===== src/rtl/exc_pkg.sv =====
package exc_pkg;

    parameter int EXC_CODE_W = 5;

    typedef enum logic [1:0] {
        EV_NONE = 2'd0,
        EV_NMI  = 2'd1,
        EV_GEN  = 2'd2,
        EV_RET  = 2'd3
    } exc_event_e;

    typedef enum logic [1:0] {
        ST_RUN     = 2'd0,
        ST_NMI_VEC = 2'd1,
        ST_GEN_VEC = 2'd2,
        ST_RET_VEC = 2'd3
    } redir_state_e;

    typedef struct packed {
        logic st;
        logic wdt;
    } nmi_src_t;

    localparam logic [EXC_CODE_W-1:0] XC_LD_ADR  = 5'd4;
    localparam logic [EXC_CODE_W-1:0] XC_ST_ADR  = 5'd5;
    localparam logic [EXC_CODE_W-1:0] XC_FET_BUS = 5'd6;
    localparam logic [EXC_CODE_W-1:0] XC_DAT_BUS = 5'd7;

    function automatic logic code_is_adr(input logic [EXC_CODE_W-1:0] c);
        return (c == XC_LD_ADR) || (c == XC_ST_ADR);
    endfunction

    function automatic logic code_keeps_addr(input logic [EXC_CODE_W-1:0] c);
        return code_is_adr(c) || (c == XC_FET_BUS) || (c == XC_DAT_BUS);
    endfunction

endpackage


===== src/rtl/exc_req_arbiter.sv =====
module exc_req_arbiter
    import exc_pkg::*;
(
    input  logic                  wdt_i,
    input  logic                  st_berr_i,
    input  logic                  dma_st_berr_i,
    input  logic                  gen_req_i,
    input  logic [EXC_CODE_W-1:0] gen_code_i,
    input  logic                  gen_dma_i,
    input  logic                  eret_i,
    input  logic                  erl_i,
    input  logic                  exl_i,
    output exc_event_e            event_o,
    output logic                  dma_adr_o,
    output nmi_src_t              nmi_src_o
);

    logic nmi_any;
    logic gen_ok;
    logic ret_ok;

    always_comb begin
        nmi_src_o.wdt = wdt_i;
        nmi_src_o.st  = st_berr_i | dma_st_berr_i;
        nmi_any       = nmi_src_o.wdt | nmi_src_o.st;
        // DMA address errors never become exceptions
        dma_adr_o     = gen_req_i & gen_dma_i & code_is_adr(gen_code_i);
        gen_ok        = gen_req_i & ~dma_adr_o;
        ret_ok        = eret_i & (erl_i | exl_i);
    end

    always_comb begin
        if (nmi_any)
            event_o = EV_NMI;
        else if (gen_ok)
            event_o = EV_GEN;
        else if (ret_ok)
            event_o = EV_RET;
        else
            event_o = EV_NONE;
    end

endmodule


===== src/rtl/exc_redirect_fsm.sv =====
module exc_redirect_fsm
    import exc_pkg::*;
#(
    parameter int              XLEN         = 32,
    parameter logic [XLEN-1:0] NMI_VEC      = 32'hBFC0_0000,
    parameter logic [XLEN-1:0] BOOT_GEN_VEC = 32'hBFC0_0380,
    parameter logic [XLEN-1:0] RUN_GEN_VEC  = 32'h8000_0180
) (
    input  logic            clk,
    input  logic            rst_n,
    input  exc_event_e      event_i,
    input  logic            bev_i,
    input  logic            erl_i,
    input  logic [XLEN-1:0] epc_i,
    input  logic [XLEN-1:0] errorepc_i,
    output logic            redirect_valid_o,
    output logic [XLEN-1:0] redirect_pc_o
);

    redir_state_e    state_q, state_d;
    logic [XLEN-1:0] tgt_q, tgt_d;

    always_ff @(posedge clk) begin
        if (!rst_n) begin
            state_q <= ST_RUN;
            tgt_q   <= '0;
        end else begin
            state_q <= state_d;
            tgt_q   <= tgt_d;
        end
    end

    always_comb begin
        state_d = ST_RUN;
        tgt_d   = tgt_q;
        unique case (event_i)
            EV_NMI: begin
                state_d = ST_NMI_VEC;
                tgt_d   = NMI_VEC;
            end
            EV_GEN: begin
                state_d = ST_GEN_VEC;
                tgt_d   = bev_i ? BOOT_GEN_VEC : RUN_GEN_VEC;
            end
            EV_RET: begin
                state_d = ST_RET_VEC;
                tgt_d   = erl_i ? errorepc_i : epc_i;
            end
            EV_NONE: begin
                state_d = ST_RUN;
            end
        endcase
    end

    always_comb begin
        redirect_pc_o = tgt_q;
        unique case (state_q)
            ST_RUN:     redirect_valid_o = 1'b0;
            ST_NMI_VEC: redirect_valid_o = 1'b1;
            ST_GEN_VEC: redirect_valid_o = 1'b1;
            ST_RET_VEC: redirect_valid_o = 1'b1;
        endcase
    end

endmodule


===== src/rtl/exc_cp_regs.sv =====
module exc_cp_regs
    import exc_pkg::*;
#(
    parameter int XLEN   = 32,
    parameter int BANK_W = 3,
    parameter int NFLAG  = 2
) (
    input  logic                  clk,
    input  logic                  rst_n,
    input  exc_event_e            event_i,
    input  nmi_src_t              nmi_src_i,
    input  logic                  dma_adr_i,
    input  logic [EXC_CODE_W-1:0] gen_code_i,
    input  logic [XLEN-1:0]       gen_pc_i,
    input  logic [XLEN-1:0]       gen_addr_i,
    input  logic [XLEN-1:0]       cur_pc_i,
    input  logic                  shadow_en_i,
    input  logic                  bank_wr_i,
    input  logic [BANK_W-1:0]     bank_wr_val_i,
    input  logic [NFLAG-1:0]      flag_clr_i,
    output logic                  erl_o,
    output logic                  nmi_o,
    output logic                  exl_o,
    output logic [EXC_CODE_W-1:0] cause_o,
    output logic [XLEN-1:0]       epc_o,
    output logic [XLEN-1:0]       errorepc_o,
    output logic [XLEN-1:0]       badvaddr_o,
    output logic [BANK_W-1:0]     css_o,
    output logic [BANK_W-1:0]     pss_o,
    output logic [NFLAG-1:0]      flag_o,
    output logic                  dma_cfg_err_o
);

    logic [NFLAG-1:0] flag_set;
    logic             in_handler;

    assign flag_set   = NFLAG'({nmi_src_i.st, nmi_src_i.wdt});
    assign in_handler = erl_o | exl_o;

    // status bits
    always_ff @(posedge clk) begin
        if (!rst_n) begin
            erl_o <= 1'b0;
            nmi_o <= 1'b0;
            exl_o <= 1'b0;
        end else begin
            unique case (event_i)
                EV_NMI: begin
                    erl_o <= 1'b1;
                    nmi_o <= 1'b1;
                end
                EV_GEN: exl_o <= 1'b1;
                EV_RET: begin
                    if (erl_o) begin
                        erl_o <= 1'b0;
                        nmi_o <= 1'b0;
                    end else begin
                        exl_o <= 1'b0;
                    end
                end
                EV_NONE: ;
            endcase
        end
    end

    // cause, saved PCs, bad address
    always_ff @(posedge clk) begin
        if (!rst_n) begin
            cause_o    <= '0;
            epc_o      <= '0;
            errorepc_o <= '0;
            badvaddr_o <= '0;
        end else begin
            if (event_i == EV_NMI)
                errorepc_o <= cur_pc_i;
            if (event_i == EV_GEN) begin
                cause_o <= gen_code_i;
                if (!in_handler)
                    epc_o <= (gen_code_i == XC_DAT_BUS) ? cur_pc_i : gen_pc_i;
                if (code_keeps_addr(gen_code_i))
                    badvaddr_o <= gen_addr_i;
            end
        end
    end

    // bank selection pair
    always_ff @(posedge clk) begin
        if (!rst_n) begin
            css_o <= '0;
            pss_o <= '0;
        end else begin
            if (event_i == EV_RET)
                css_o <= pss_o;
            else if (bank_wr_i)
                css_o <= bank_wr_val_i;
            if (shadow_en_i && (event_i == EV_NMI || event_i == EV_GEN))
                pss_o <= css_o;
        end
    end

    // NMI source flags, set wins over clear
    for (genvar i = 0; i < NFLAG; i++) begin : g_flag
        always_ff @(posedge clk) begin
            if (!rst_n)
                flag_o[i] <= 1'b0;
            else
                flag_o[i] <= flag_set[i] | (flag_o[i] & ~flag_clr_i[i]);
        end
    end

    always_ff @(posedge clk) begin
        if (!rst_n)
            dma_cfg_err_o <= 1'b0;
        else
            dma_cfg_err_o <= dma_adr_i;
    end

endmodule


===== src/rtl/exc_entry_ctrl.sv =====
module exc_entry_ctrl
    import exc_pkg::*;
#(
    parameter int              XLEN         = 32,
    parameter int              BANK_W       = 3,
    parameter logic [XLEN-1:0] NMI_VEC      = 32'hBFC0_0000,
    parameter logic [XLEN-1:0] BOOT_GEN_VEC = 32'hBFC0_0380,
    parameter logic [XLEN-1:0] RUN_GEN_VEC  = 32'h8000_0180
) (
    input  logic                  clk,
    input  logic                  rst_n,
    input  logic                  wdt_nmi_i,
    input  logic                  st_berr_i,
    input  logic                  dma_st_berr_i,
    input  logic                  gen_req_i,
    input  logic [EXC_CODE_W-1:0] gen_code_i,
    input  logic                  gen_dma_i,
    input  logic [XLEN-1:0]       gen_pc_i,
    input  logic [XLEN-1:0]       gen_addr_i,
    input  logic [XLEN-1:0]       cur_pc_i,
    input  logic                  bev_i,
    input  logic                  shadow_en_i,
    input  logic                  bank_wr_i,
    input  logic [BANK_W-1:0]     bank_wr_val_i,
    input  logic                  eret_i,
    input  logic [1:0]            flag_clr_i,
    output logic                  redirect_valid_o,
    output logic [XLEN-1:0]       redirect_pc_o,
    output logic                  status_erl_o,
    output logic                  status_nmi_o,
    output logic                  status_exl_o,
    output logic [EXC_CODE_W-1:0] cause_code_o,
    output logic [XLEN-1:0]       epc_o,
    output logic [XLEN-1:0]       errorepc_o,
    output logic [XLEN-1:0]       badvaddr_o,
    output logic [BANK_W-1:0]     css_o,
    output logic [BANK_W-1:0]     pss_o,
    output logic [1:0]            nmi_flag_o,
    output logic                  dma_cfg_err_o
);

    localparam int NFLAG = $bits(nmi_src_t);

    exc_event_e ev;
    logic       dma_adr;
    nmi_src_t   nmi_src;

    exc_req_arbiter u_arb (
        .wdt_i         (wdt_nmi_i),
        .st_berr_i     (st_berr_i),
        .dma_st_berr_i (dma_st_berr_i),
        .gen_req_i     (gen_req_i),
        .gen_code_i    (gen_code_i),
        .gen_dma_i     (gen_dma_i),
        .eret_i        (eret_i),
        .erl_i         (status_erl_o),
        .exl_i         (status_exl_o),
        .event_o       (ev),
        .dma_adr_o     (dma_adr),
        .nmi_src_o     (nmi_src)
    );

    exc_redirect_fsm #(
        .XLEN         (XLEN),
        .NMI_VEC      (NMI_VEC),
        .BOOT_GEN_VEC (BOOT_GEN_VEC),
        .RUN_GEN_VEC  (RUN_GEN_VEC)
    ) u_fsm (
        .clk              (clk),
        .rst_n            (rst_n),
        .event_i          (ev),
        .bev_i            (bev_i),
        .erl_i            (status_erl_o),
        .epc_i            (epc_o),
        .errorepc_i       (errorepc_o),
        .redirect_valid_o (redirect_valid_o),
        .redirect_pc_o    (redirect_pc_o)
    );

    exc_cp_regs #(
        .XLEN   (XLEN),
        .BANK_W (BANK_W),
        .NFLAG  (NFLAG)
    ) u_regs (
        .clk           (clk),
        .rst_n         (rst_n),
        .event_i       (ev),
        .nmi_src_i     (nmi_src),
        .dma_adr_i     (dma_adr),
        .gen_code_i    (gen_code_i),
        .gen_pc_i      (gen_pc_i),
        .gen_addr_i    (gen_addr_i),
        .cur_pc_i      (cur_pc_i),
        .shadow_en_i   (shadow_en_i),
        .bank_wr_i     (bank_wr_i),
        .bank_wr_val_i (bank_wr_val_i),
        .flag_clr_i    (flag_clr_i),
        .erl_o         (status_erl_o),
        .nmi_o         (status_nmi_o),
        .exl_o         (status_exl_o),
        .cause_o       (cause_code_o),
        .epc_o         (epc_o),
        .errorepc_o    (errorepc_o),
        .badvaddr_o    (badvaddr_o),
        .css_o         (css_o),
        .pss_o         (pss_o),
        .flag_o        (nmi_flag_o),
        .dma_cfg_err_o (dma_cfg_err_o)
    );

endmodule


===== config.mk =====
export PLATFORM = sky130hd
export DESIGN_NAME = exc_entry_ctrl
export DESIGN_NICKNAME = d
export VERILOG_FILES = /design/src/rtl/exc_pkg.sv /design/src/rtl/exc_req_arbiter.sv /design/src/rtl/exc_redirect_fsm.sv /design/src/rtl/exc_cp_regs.sv /design/src/rtl/exc_entry_ctrl.sv
export SDC_FILE = /design/constraint.sdc
export NUM_CORES = 1
export LEC_CHECK = 0
export BUFFER_PORTS_ARGS = -buffer_cell sky130_fd_sc_hd__buf_4
export CAP_MARGIN = 40
export CORE_MARGIN = 3
export CORE_UTILIZATION = 30
export DETAILED_ROUTE_END_ITERATION = 12
export MAX_ROUTING_LAYER = met4
export PLACE_DENSITY = 0.53
export SLEW_MARGIN = 20
export SYNTH_ARGS = -nofsm -noshare
export SYNTH_HDL_FRONTEND = slang
export SYNTH_SLANG_ARGS = --single-unit

===== constraint.sdc =====
create_clock -name clk -period 2.35 [get_ports clk]
set_input_delay 0.3525 -clock clk [delete_from_list [all_inputs] [get_ports clk]]
set_output_delay 0.3525 -clock clk [all_outputs]
set_load 0.005 [all_outputs]

==> flow_summary.json <==
{
  "synthCells": 683,
  "routedWlPerCell_um": 17.0,
  "rows": 51,
  "num_vias": 5655,
  "crit_fanout": 33,
  "ys_seq_area_share_pct": 47.7,
  "clock_power_share_pct": 46.7,
  "core_sq_um": 19800,
  "p_int_uw": 4610,
  "synth-seq-cells": 147,
  "power_frac_comb_pct": 10.1,
  "status": "completed",
  "slew_violations": 0,
  "clock-sinks": 147,
  "ctsHoldBuffers": 0,
  "cts-buffers-inserted": 17,
  "multiInputGateArea_sq_um": 2930,
  "track_usage_pct": 18.4,
  "cts_tree": "yes",
  "diodes": 0,
  "post-dp-hpwl_um": 14100,
  "grt_pass1_vias": 5560,
  "rsz0062_at_grt": "false",
  "period_share_pct": 74.3,
  "cts_htree_levels": 4,
  "fin_worst_skew_ns": 0.0121,
  "relSlewSlack_pct": 51.4,
  "synth_flop_cell": "dfxtp_1",
  "sw_frac_of_total_pct": 24.3,
  "slowest_delay_ns": 0.47,
  "timing.hold.ws_ns": 0.152,
  "pre_cts_slack_ns": 0.365,
  "syn_nets": 800,
  "antenna_found_initial": 0,
  "post_cts_buffers": 0,
  "critical_path_class": "flop to primary output",
  "maxCapViolations": 0,
  "synth_cell_types": 44,
  "cts_buffer_depth": 2,
  "power_density_nw_per_um2": 681,
  "worst_ep_required_time_ns": 2.00,
  "syn_avg_cell_area_sq_um": 9.03,
  "gp_congestion": 0.767,
  "drt_iter0_drc": 220,
  "syn2layout_area_growth_pct": 45.1,
  "overflow": 0,
  "path_cells": "buf_12, buf_4",
  "num_io_pins": 263,
  "dieArea_sq_um": 22300,
  "setup_viol": 0,
  "vias_per_cell": 4.70,
  "stdcell_area_sq_um": 8940,
  "regArea_sq_um": 2940,
  "n_fill_cell": 1961,
  "root_buffer": "clkbuf_16",
  "worstMarginPinSlew_ns": 0.729,
  "peakVddDrop_mv": 0.440,
  "fin_crit_ns": 1.75,
  "post_cts_resize_count": 0,
  "synthArstFlopShare_pct": 0,
  "insertion_delay_ns": 0.43,
  "hold_path.class": "input port to flop",
  "synth_edf_count": 0,
  "critPathLaunchType": "flop",
  "die_w_um": 149,
  "grt_max_degree": 125,
  "fmax_ghz": 0.573,
  "hold_viol": 0,
  "p_total_uw": 6090,
  "place_area_sq_um": 8330,
  "end_kind": "primary output",
  "die-height_um": 149,
  "drc": 0,
  "cellLeakagePower_uw": 0.00389,
  "crit_slowest_cell": "dfxtp_2",
  "switchingPower_uw": 1480,
  "grt_pass1_wl_um": 31100,
  "start_util_pct": 31.1,
  "synth.cell_area_sq_um": 6160,
  "drt-total-wl_um": 20500,
  "power_frac_seq_pct": 43.2,
  "drive_above_1_share_pct": 37.8,
  "port_buffers": 262,
  "finalSetupTns_ns": 0,
  "fin_ws_ns": 0.604,
  "ys.warnings.count": 0,
  "first_pass_iters": 5,
  "arrival_ns": 1.39,
  "final_nets": 1041,
  "detail-route-antenna-nets": 0,
  "clk_pin_slew_ns": 0.06
}
[worst max-delay path: cells and delay by family, from the launching register on]
kind     cells  cell delay [ns]
buf+inv      2             0.49
flops        1             0.47
[state kept, by name, indices dropped and copies added, names as in the netlist]
register,flops
u_fsm.redirect_pc_o,32
u_fsm.state_q,2
u_regs.badvaddr_o,32
u_regs.cause_o,5
u_regs.css_o,3
u_regs.dma_cfg_err_o,1
u_regs.epc_o,32
u_regs.erl_o,1
u_regs.errorepc_o,32
u_regs.exl_o,1
u_regs.flag_o,2
u_regs.nmi_o,1
u_regs.pss_o,3
[Yosys cell counts (2+ instances only)]
| library cell | number | area share, % |
|---|---|---|
| nand2_1 | 217 | 13 |
| dfxtp_1 | 147 | 48 |
| a21boi_0 | 59 | 7.2 |
| mux2i_1 | 38 | 6.2 |
| a31oi_1 | 33 | 3.3 |
| clkbuf_1 | 28 | 1.7 |
| o21ai_0 | 23 | 1.9 |
| o2bb2ai_2 | 19 | 4.6 |
| buf_2 | 17 | 1.4 |
| o21ai_1 | 16 | 1.3 |
| a21oi_1 | 13 | 1.1 |
| o21ai_2 | 12 | 1.7 |
| a21boi_1 | 8 | 0.97 |
| buf_6 | 7 | 1.3 |
| nand3_1 | 6 | 0.49 |
| nor2b_1 | 4 | 0.41 |
| o311a_1 | 3 | 0.49 |
| o31ai_1 | 3 | 0.37 |
| and4_1 | 2 | 0.28 |
| buf_8 | 2 | 0.49 |
| nor2_1 | 2 | 0.12 |
| o21a_1 | 2 | 0.24 |
[path summary, 6_finish.rpt]
path                             start              endpoint  slack [ns]  cells past startpoint
setup / recovery          u_regs.erl_o          status_erl_o        0.60                      2
hold / removal                  eret_i          u_regs.erl_o        0.15                      2
setup reg to reg          u_regs.erl_o      u_regs.epc_o[31]        0.68                      5
hold reg to reg   u_regs.badvaddr_o[0]  u_regs.badvaddr_o[0]        0.46                      2
[power groups by stage]
stage	combinational (uW)	sequential (uW)	clock (uW)
floorplan	255	2670	0
global placement	622	2690	0
detailed placement	624	2690	0
CTS	626	2630	2920
global route	675	2640	3020
finish	615	2630	2850
[cell families (layout without fill, tap and decap cells)]
group | Yosys count | count (layout) | synth area share, %
AO/OA/AOI/OAI | 200 | 200 | 25.0
buffers and inverters | 55 | 309 | 4.91
flip-flops | 147 | 147 | 47.7
multiplexers | 38 | 38 | 6.17
AND/OR/NAND/NOR | 243 | 243 | 16.2
[metrics by stage]
stage	std cells	util [%]
after floorplan	683	-
after global placement	1170	42.0
after detailed placement	1170	42.0
after CTS	1202	45.1
after global routing	1202	45.1
final	1202	45.1
[cell usage in the layout (no fill, tap or decap), types with 2 or more instances in the layout]
master      instances
inv_6               2
dfxtp_1           146
nand2_1           217
bufinv_16           3
a21boi_0           59
nand3_1             6
buf_4             274
clkbuf_16          17
a21boi_1            8
nor2b_1             4
o21ai_1            16
clkinvlp_4          3
o31ai_1             3
o21a_1              2
nor2_1              2
clkinv_4            5
o21ai_0            23
a31oi_1            33
and4_1              2
a21oi_1            13
o21ai_2            12
buf_12              3
o311a_1             3
o2bb2ai_2          19
mux2i_1            38
[routing by layer]
layer	share of wire (%)	track usage, %
met5	0	-
met2	46	28.0
met4	0.64	4.21
met3	7.9	6.35
met1	46	23.8
[area by class of cell]
| type | instances | share of cell area (%) |
|---|---|---|
| clock buffer | 18 | 4.91 |
| clock inverter | 14 | 2.00 |
| multi-input combinational | 481 | 32.8 |
| sequential | 147 | 32.9 |
| tap | 265 | 3.71 |
| timing repair buffer | 277 | 23.7 |
(Power assumes the default switching activity.)
